--- src/rtl/nsr_pkg.sv ---
package nsr_pkg;
  // distance in PE indices between two positions
  function automatic int hop_span(input int a, input int b);
    return (a > b) ? (a - b) : (b - a);
  endfunction

  // effective window width after limiting to the built maximum
  function automatic int limit_hops(input int req, input int max_hop);
    return (req > max_hop) ? max_hop : req;
  endfunction
endpackage

--- src/rtl/nsr_occ_counter.sv ---
module nsr_occ_counter #(
  parameter int DEPTH = 4,
  localparam int CW = $clog2(DEPTH + 1)
) (
  input  logic          clk,
  input  logic          rst_n,
  input  logic          push,
  input  logic          pop,
  output logic [CW-1:0] cnt
);
  localparam logic [CW-1:0] FULL = CW'(DEPTH);

  logic do_push, do_pop;
  assign do_pop  = pop && (cnt != '0);
  assign do_push = push && (cnt != FULL);

  always_ff @(posedge clk) begin
    if (!rst_n)                 cnt <= '0;
    else if (do_push && !do_pop) cnt <= cnt + 1'b1;
    else if (do_pop && !do_push) cnt <= cnt - 1'b1;
  end

  p_no_overflow_r7: assert property (@(posedge clk) disable iff (!rst_n)
    cnt <= FULL);
  p_hold_both_r2: assert property (@(posedge clk) disable iff (!rst_n)
    (push && pop && cnt != '0 && cnt != FULL) |=> cnt == $past(cnt));
  p_inc_on_push_r2: assert property (@(posedge clk) disable iff (!rst_n)
    (push && !pop && cnt != FULL) |=> cnt == $past(cnt) + 1'b1);
  p_empty_pop_ignored_r2: assert property (@(posedge clk) disable iff (!rst_n)
    (pop && !push && cnt == '0) |=> cnt == '0);
endmodule

--- src/rtl/nsr_window_select.sv ---
module nsr_window_select #(
  parameter int NPE     = 8,
  parameter int DEPTH   = 4,
  parameter int MAX_HOP = 3,
  localparam int IW = $clog2(NPE),
  localparam int CW = $clog2(DEPTH + 1),
  localparam int HW = $clog2(MAX_HOP + 1)
) (
  input  logic [NPE-1:0][CW-1:0] occ,
  input  logic [IW-1:0]          home,
  input  logic [HW-1:0]          hops,
  output logic [IW-1:0]          best_idx,
  output logic [CW-1:0]          best_cnt
);
  int eff;
  assign eff = nsr_pkg::limit_hops(int'(hops), MAX_HOP);

  // scan from lowest to highest index; strict compare keeps home, then lower index
  always_comb begin
    best_idx = home;
    best_cnt = occ[home];
    for (int d = -MAX_HOP; d <= MAX_HOP; d++) begin
      if (d != 0 && (int'(home) + d) >= 0 && (int'(home) + d) < NPE &&
          nsr_pkg::hop_span(d, 0) <= eff) begin
        if (occ[IW'(int'(home) + d)] < best_cnt) begin
          best_cnt = occ[IW'(int'(home) + d)];
          best_idx = IW'(int'(home) + d);
        end
      end
    end
  end
endmodule

--- src/rtl/nbr_smooth_router.sv ---
module nbr_smooth_router #(
  parameter int NPE     = 8,
  parameter int DEPTH   = 4,
  parameter int MAX_HOP = 3,
  parameter int RW      = 16,
  parameter int DW      = 16,
  localparam int IW = $clog2(NPE),
  localparam int CW = $clog2(DEPTH + 1),
  localparam int HW = $clog2(MAX_HOP + 1)
) (
  input  logic           clk,
  input  logic           rst_n,
  input  logic [HW-1:0]  cfg_hops,
  input  logic           in_valid,
  output logic           in_ready,
  input  logic [IW-1:0]  in_home,
  input  logic [RW-1:0]  in_row,
  input  logic [DW-1:0]  in_a,
  input  logic [DW-1:0]  in_b,
  input  logic [NPE-1:0] q_pop,
  output logic [NPE-1:0] out_push,
  output logic [IW-1:0]  out_dest,
  output logic [IW-1:0]  out_home,
  output logic [RW-1:0]  out_row,
  output logic [DW-1:0]  out_a,
  output logic [DW-1:0]  out_b
);
  logic [NPE-1:0][CW-1:0] occ;
  logic [IW-1:0]          best_idx;
  logic [CW-1:0]          best_cnt;
  logic                   accept;

  for (genvar g = 0; g < NPE; g++) begin : g_occ
    nsr_occ_counter #(.DEPTH(DEPTH)) u_cnt (
      .clk  (clk),
      .rst_n(rst_n),
      .push (out_push[g]),
      .pop  (q_pop[g]),
      .cnt  (occ[g])
    );
  end

  nsr_window_select #(.NPE(NPE), .DEPTH(DEPTH), .MAX_HOP(MAX_HOP)) u_sel (
    .occ     (occ),
    .home    (in_home),
    .hops    (cfg_hops),
    .best_idx(best_idx),
    .best_cnt(best_cnt)
  );

  assign in_ready = (best_cnt < CW'(DEPTH));
  assign accept   = in_valid && in_ready;

  always_comb begin
    out_push = '0;
    if (accept) out_push[best_idx] = 1'b1;
  end

  assign out_dest = best_idx;
  assign out_home = in_home;
  assign out_row  = in_row;
  assign out_a    = in_a;
  assign out_b    = in_b;

  p_push_onehot_r6: assert property (@(posedge clk) disable iff (!rst_n)
    $onehot0(out_push));
  p_push_at_dest_r6: assert property (@(posedge clk) disable iff (!rst_n)
    (|out_push) |-> out_push[out_dest]);
  p_dest_in_window_r3: assert property (@(posedge clk) disable iff (!rst_n)
    (|out_push) |-> (nsr_pkg::hop_span(int'(out_dest), int'(in_home)) <=
                     nsr_pkg::limit_hops(int'(cfg_hops), MAX_HOP)));
  p_idle_no_push_r8: assert property (@(posedge clk) disable iff (!rst_n)
    !in_valid |-> (out_push == '0));
endmodule

--- config.mk ---
export PLATFORM = sky130hd
export DESIGN_NAME = nbr_smooth_router
export DESIGN_NICKNAME = d
export VERILOG_FILES = /design/src/rtl/nsr_pkg.sv /design/src/rtl/nsr_occ_counter.sv /design/src/rtl/nsr_window_select.sv /design/src/rtl/nbr_smooth_router.sv
export SDC_FILE = /design/constraint.sdc
export NUM_CORES = 1
export LEC_CHECK = 0
export BUFFER_PORTS_ARGS = -buffer_cell sky130_fd_sc_hd__buf_2
export CORE_UTILIZATION = 50
export CTS_CLUSTER_SIZE = 20
export DETAILED_ROUTE_END_ITERATION = 6
export PLACE_DENSITY_LB_ADDON = 0.25
export SYNTH_ARGS = -nofsm -noshare
export SYNTH_HDL_FRONTEND = slang
export SYNTH_HIERARCHICAL = 1
export SYNTH_SLANG_ARGS = --single-unit
--- constraint.sdc ---
create_clock -name clk -period 16.5 [get_ports clk]
set_clock_uncertainty 0.05 [all_clocks]
set_input_delay 1.65 -clock clk [delete_from_list [all_inputs] [get_ports clk]]
set_output_delay 1.65 -clock clk [all_outputs]
set_load 0.01 [all_outputs]
# Word level (Yosys, flattened, before mapping)
# Cells that the tools add are included.
# totals
regBits	24
inputBits	64
# classes
n_reduce_logical	78
mux	63
magnitude_cmp	31
n_addsub	22
n_eq_ne	8
# ops
cell	n
greater-or-equal comparator 32 x 1 -> 1 bit, second input constant	6
< comparator 32 x 5 -> 1 bit, second input constant	6
two-way mux 3 bit	53
binary-select mux 3 bit (select 3 bit)	7
logical AND 1 bit	46
< comparator 3 x 5 -> 1 bit, second input constant	6
adder 3 x 1 -> 3 bit, second input constant	8
!= test 3 bit, second input constant	8
nonzero test 3 bit	8
subtractor 3 x 1 -> 3 bit, second input constant	8
< comparator 3 bit	6
zero test 1 bit	16
nonzero test 2 bit	8
adder 3 x 2 -> 4 bit, second input constant	2
< comparator 3 x 4 -> 1 bit, second input constant	2
two-way mux 8 bit	1
adder 4 x 1 -> 5 bit, second input constant	1
adder 4 x 2 -> 5 bit, second input constant	1
adder 4 x 3 -> 5 bit, second input constant	1
adder 3 x 1 -> 4 bit, second input constant	1
less-or-equal comparator 2 bit, first input constant	2
demux 1 bit (select 3 bit)	1
greater-or-equal comparator 3 x 1 -> 1 bit, second input constant	1
< comparator 3 bit, second input constant	1
other kinds (2)	2

# Depth between registers and ports, before layout
# logic_depth
depth_word	32
depth_mapped	55
mapped_depth_nobuf	53

# Cells and area by module
# Netlist, hierarchy kept.
# modules_own_cells
module	area_per_inst_um2	cells_per_inst	instances
nsr_window_select	2052.0	222	1
nsr_occ_counter	173.9	17	8
nbr_smooth_router	460.4	65	1

# Least setup slack after synthesis
# Ideal clock, no wire load.
# synth_timing
path_kind	input to output
start	in in_home[0]
end	out out_push[5]
path_stages	45
required_time_ps	14800
arrival_ps	12035
setup_slack_ps	2765
path_buffers	3
cell_sequence	buf_2 -> clkinv_1 -> ha_1 -> buf_4 -> clkbuf_1 -> mux4_2 -> mux2_2 -> ha_1 -> a2111oi_0 -> nor2b_1 -> mux2_2 -> ha_1 -> or2_2 -> a21o_1 -> o41ai_2 -> nand2_1 -> o21a_1 -> ha_1 -> [9 not listed] -> mux2_4 -> a31o_1 -> ha_1 -> nor2_1 -> o21ai_0 -> o21a_1 -> nor2_1 -> a21o_1 -> ha_1 -> a22oi_1 -> nand4b_1 -> nand3b_1 -> a211o_1 -> nand2_1 -> a21o_1 -> a2bb2oi_1 -> nand2b_1 -> nor3_1
# synth_between
elab_chain_len	27
elab_cells_between_ends	88
# synth_lines
element	line_no	rtl
start, declared	nbr_smooth_router.sv:16	input logic [IW-1:0] in_home,
adder 4 x 3 -> 5 bit	nsr_window_select.sv:23	if (d != 0 && (int'(home) + d) >= 0 && (int'(home) + d) < NPE &&
binary-select mux 3 bit (select 3 bit)	nsr_window_select.sv:25, nsr_window_select.sv:26	
two-way mux 3 bit (not written as such) (2 in a row)	nsr_window_select.sv:25, nsr_window_select.sv:26	
< comparator 3 bit	nsr_window_select.sv:25	if (occ[IW'(int'(home) + d)] < best_cnt) begin
two-way mux 3 bit	nsr_window_select.sv:25	
two-way mux 3 bit	nsr_window_select.sv:23	
< comparator 3 bit	nsr_window_select.sv:25	
two-way mux 3 bit	nsr_window_select.sv:25	
[11 not listed]	-	
two-way mux 3 bit	nsr_window_select.sv:25	
two-way mux 3 bit *	nsr_window_select.sv:23	
net out_dest[2]	nbr_smooth_router.sv:22	output logic [IW-1:0] out_dest,
< comparator 3 x 4 -> 1 bit (not written as such) / greater-or-equal comparator 3 x 1 -> 1 bit (equally long branches)	nbr_smooth_router.sv:56	if (accept) out_push[best_idx] = 1'b1;
logical AND 1 bit (not written as such)	nbr_smooth_router.sv:56	
two-way mux 1 bit (not written as such)	nbr_smooth_router.sv:56	
demux 1 bit (select 3 bit) *	nbr_smooth_router.sv:56	
two-way mux 8 bit *	nbr_smooth_router.sv:56	
end, declared	nbr_smooth_router.sv:21	output logic [NPE-1:0] out_push,
# The timed path passes the listed nets; every way through them passes the cells marked *. The select of a mux whose other input is x is not followed.

# Worst setup path in the final report
# layout_timing
start	in in_home[0]
end	out out_push[5]
# layout_between
elab_chain_len	27
elab_cells_between_ends	88
# layout_lines
element	line_no
adder 4 x 3 -> 5 bit	nsr_window_select.sv:23
binary-select mux 3 bit (select 3 bit)	nsr_window_select.sv:25, nsr_window_select.sv:26
two-way mux 3 bit (not written as such) (2 in a row)	nsr_window_select.sv:25, nsr_window_select.sv:26
< comparator 3 bit	nsr_window_select.sv:25
two-way mux 3 bit	nsr_window_select.sv:25
two-way mux 3 bit	nsr_window_select.sv:23
< comparator 3 bit	nsr_window_select.sv:25
two-way mux 3 bit	nsr_window_select.sv:25
[10 not listed]	-
< comparator 3 bit	nsr_window_select.sv:25
two-way mux 3 bit	nsr_window_select.sv:25
two-way mux 3 bit	nsr_window_select.sv:23
< comparator 3 x 4 -> 1 bit (not written as such) / greater-or-equal comparator 3 x 1 -> 1 bit (equally long branches)	nbr_smooth_router.sv:56
logical AND 1 bit (not written as such)	nbr_smooth_router.sv:56
two-way mux 1 bit (not written as such)	nbr_smooth_router.sv:56
demux 1 bit (select 3 bit)	nbr_smooth_router.sv:56
two-way mux 8 bit *	nbr_smooth_router.sv:56
# Mark *: on every way between the ends. The rest lies on a longest branch, timed or not. The select of a mux whose other input is x is not followed.

==> metrics <==
vias=3,056; leakage power=1.61 nW; DR WL/cell=18.6 um; Crit path required time=14.80 ns; Final Cycle Share=92.1%; CP max stage delay=0.75 ns; FF/Latch Area=480 um2; CTS tree=done; crit path from=in_home[0]; die area=8070 um2; Clock Tree Root=clkbuf_8; Synth Net Count=522; final net count=497; status=completed; post-CTS setup buffers=0; Std-Cell Core Area=7370 um2; Max Root-Sink Buffers=2; H-tree Lvls=1; worst r2r dst=g_occ[5].u_cnt/cnt[2]; Reg power frac=18.6%; GR Util met1=29.8%; Comb power frac=75.3%; dpl cells=485; # diodes=0; GR Util met3=3.81%; met2 global-route usage=38.7%; Worst R2R Start=g_occ[7].u_cnt/cnt[2]; drt via density=6.26; Max Cap Viol=0; multi-input logic area=2860 um2; number of global-route vias before repair=3,018; drt pass-1 iters=4; clock network fraction of total power=6.0%; CTS clock-pin slew for the worst setup and hold paths=0.08 ns; P_int=0.000297 W; # rows=31; Total Negative Setup Slacks=0 ns; critical path's slowest cell=ha_1; Synth Instances=416; # setup viols final=0; critical path launch point type=input port; Tmin final=15.19 ns; most used cell, CP=ha_1; drt total wl=9070 um; Pwr Total=0.000582 W; I/O pins=127; fin. max-slew vios=0; initial DRC count=206; Filler cells=701; CTS buffer count=3; CP endpoint kind=output port; Crit Path Class=in -> out; Clk Latency, worst-skew pair=0.27 ns; post-DP HPWL=7140 um; max reg flops=24; RSZ-0062 raised after global routing=no; Sinks on Clock Net=24; Fin. Hold Viols=0; critical path endpoint=out_push[5]; Slew @ Worst Pin=0.776 ns; global-route wire length before repair=15,200 um; Sw Share=48.9%; Non-Filler Instances=488; Final ANT Viol Nets=0; DRC errors left=0; flop-to-flop setup slack=4.54 ns; Largest Register=g_occ.u_cnt/cnt; Post-CTS Resized=0; share of post-route cells with drive strength above 1=21.9%; GRT Residual Overflow=0; Area Overhead vs Synth=-2.79%; PortBufs=30; largest net degree at the start of global routing=31; routability cong.=0.877; top flop regs=g_occ.u_cnt/cnt: 24 flops; Max Fanout on Critical Path=30; net switching power=0.000285 W; Die Span X=89.9 um; synthesis warning total=6; mean post-synth cell area=9.28 um2; worst vdd ir=0.0000803 V; fmax=65.8 MHz; initial antenna violation count=0; Hold/Removal Path Class=reg -> reg; die height=89.9 um; cts hold-fix bufs=0; GRT Total Usage=23.2%; Top Usage Layer GRT=met2; max_slew headroom=48.3%; Starting Density=52.4%; reg2reg path depth=45; pwr/cell area=155 nW/um2; Worst EP arrival=13.49 ns; netlist area before placement=3860 um2
-- worst max-delay path: cells and delay by family --
kind / cells / cell delay, ns
AOI/OAI and AO/OA: 16 / 5.05
adders and majority gates: 7 / 2.17
and+or+nand+nor: 11 / 1.92
muxes: 4 / 1.40
buffers and inverters: 4 / 1.26
-- power by group through the flow --
stage | combinational (W) | clock (W) | sequential (W)
after floorplan | 0.000353 | 0 | 0.0000961
after global placement | 0.000427 | 0 | 0.000108
after detailed placement | 0.000434 | 0 | 0.000109
after CTS | 0.000438 | 0.0000368 | 0.000108
after global routing | 0.000492 | 0.0000388 | 0.000112
final | 0.000439 | 0.0000352 | 0.000108
-- per-stage QoR --
stage               area, um2  util, %  hold slack [ns]  worst slack (ns)
finish                   3750     50.9            0.535              1.31
global route             3750     50.9            0.560             0.203
floorplan                3860        -            0.455              2.97
detailed placement       3710     50.4            0.527              1.45
CTS                      3750     50.9            0.539              1.37
global placement         3710     50.4            0.503              1.68
-- worst min-delay path by stage --
stage / from / end / slack, ns / depth (start not counted)
floorplan: g_occ[1].u_cnt/cnt[2] / g_occ[1].u_cnt/cnt[2] / 0.45 / 2
global placement: g_occ[0].u_cnt/cnt[2] / g_occ[0].u_cnt/cnt[2] / 0.50 / 2
detailed placement: g_occ[2].u_cnt/cnt[2] / g_occ[2].u_cnt/cnt[2] / 0.53 / 2
CTS: g_occ[2].u_cnt/cnt[2] / g_occ[2].u_cnt/cnt[2] / 0.54 / 2
global route: g_occ[0].u_cnt/cnt[2] / g_occ[0].u_cnt/cnt[2] / 0.56 / 2
finish: g_occ[2].u_cnt/cnt[2] / g_occ[2].u_cnt/cnt[2] / 0.54 / 2
-- layer usage --
metal | vias to the layer above | part of all wire [%]
met5 | - | 0
met4 | 0 | 3.2
met3 | 35 | 6.9
met2 | 106 | 47
met1 | 1495 | 43
li1 | 1420 | -
-- area by class of cell --
| cell class | count | share of cell area, % |
|---|---|---|
| multi-input combinational | 308 | 76.3 |
| sequential | 24 | 12.8 |
| timing repair buffer | 31 | 4.20 |
| tap | 99 | 3.30 |
| inverter | 23 | 2.30 |
| clock buffer | 3 | 1.10 |
-- cells in the final DEF (no fill, tap or decap), drive strengths merged, types with 3 or more instances in the layout --
cell type / n
dfxtp: 24
a21boi: 16
nand2b: 7
o21a: 3
nor2: 27
a21oi: 9
and2: 9
mux2: 16
ha: 34
o21ai: 13
o211ai: 3
nand2: 26
fa: 8
nor2b: 10
a2111oi: 3
nor3: 7
inv: 22
o31ai: 9
xor2: 8
mux4: 27
clkbuf: 3
nand3b: 3
a21o: 6
xnor2: 9
buf: 31
or3: 8
mux2i: 16
Note: power is estimated with default switching activity, not from simulation.
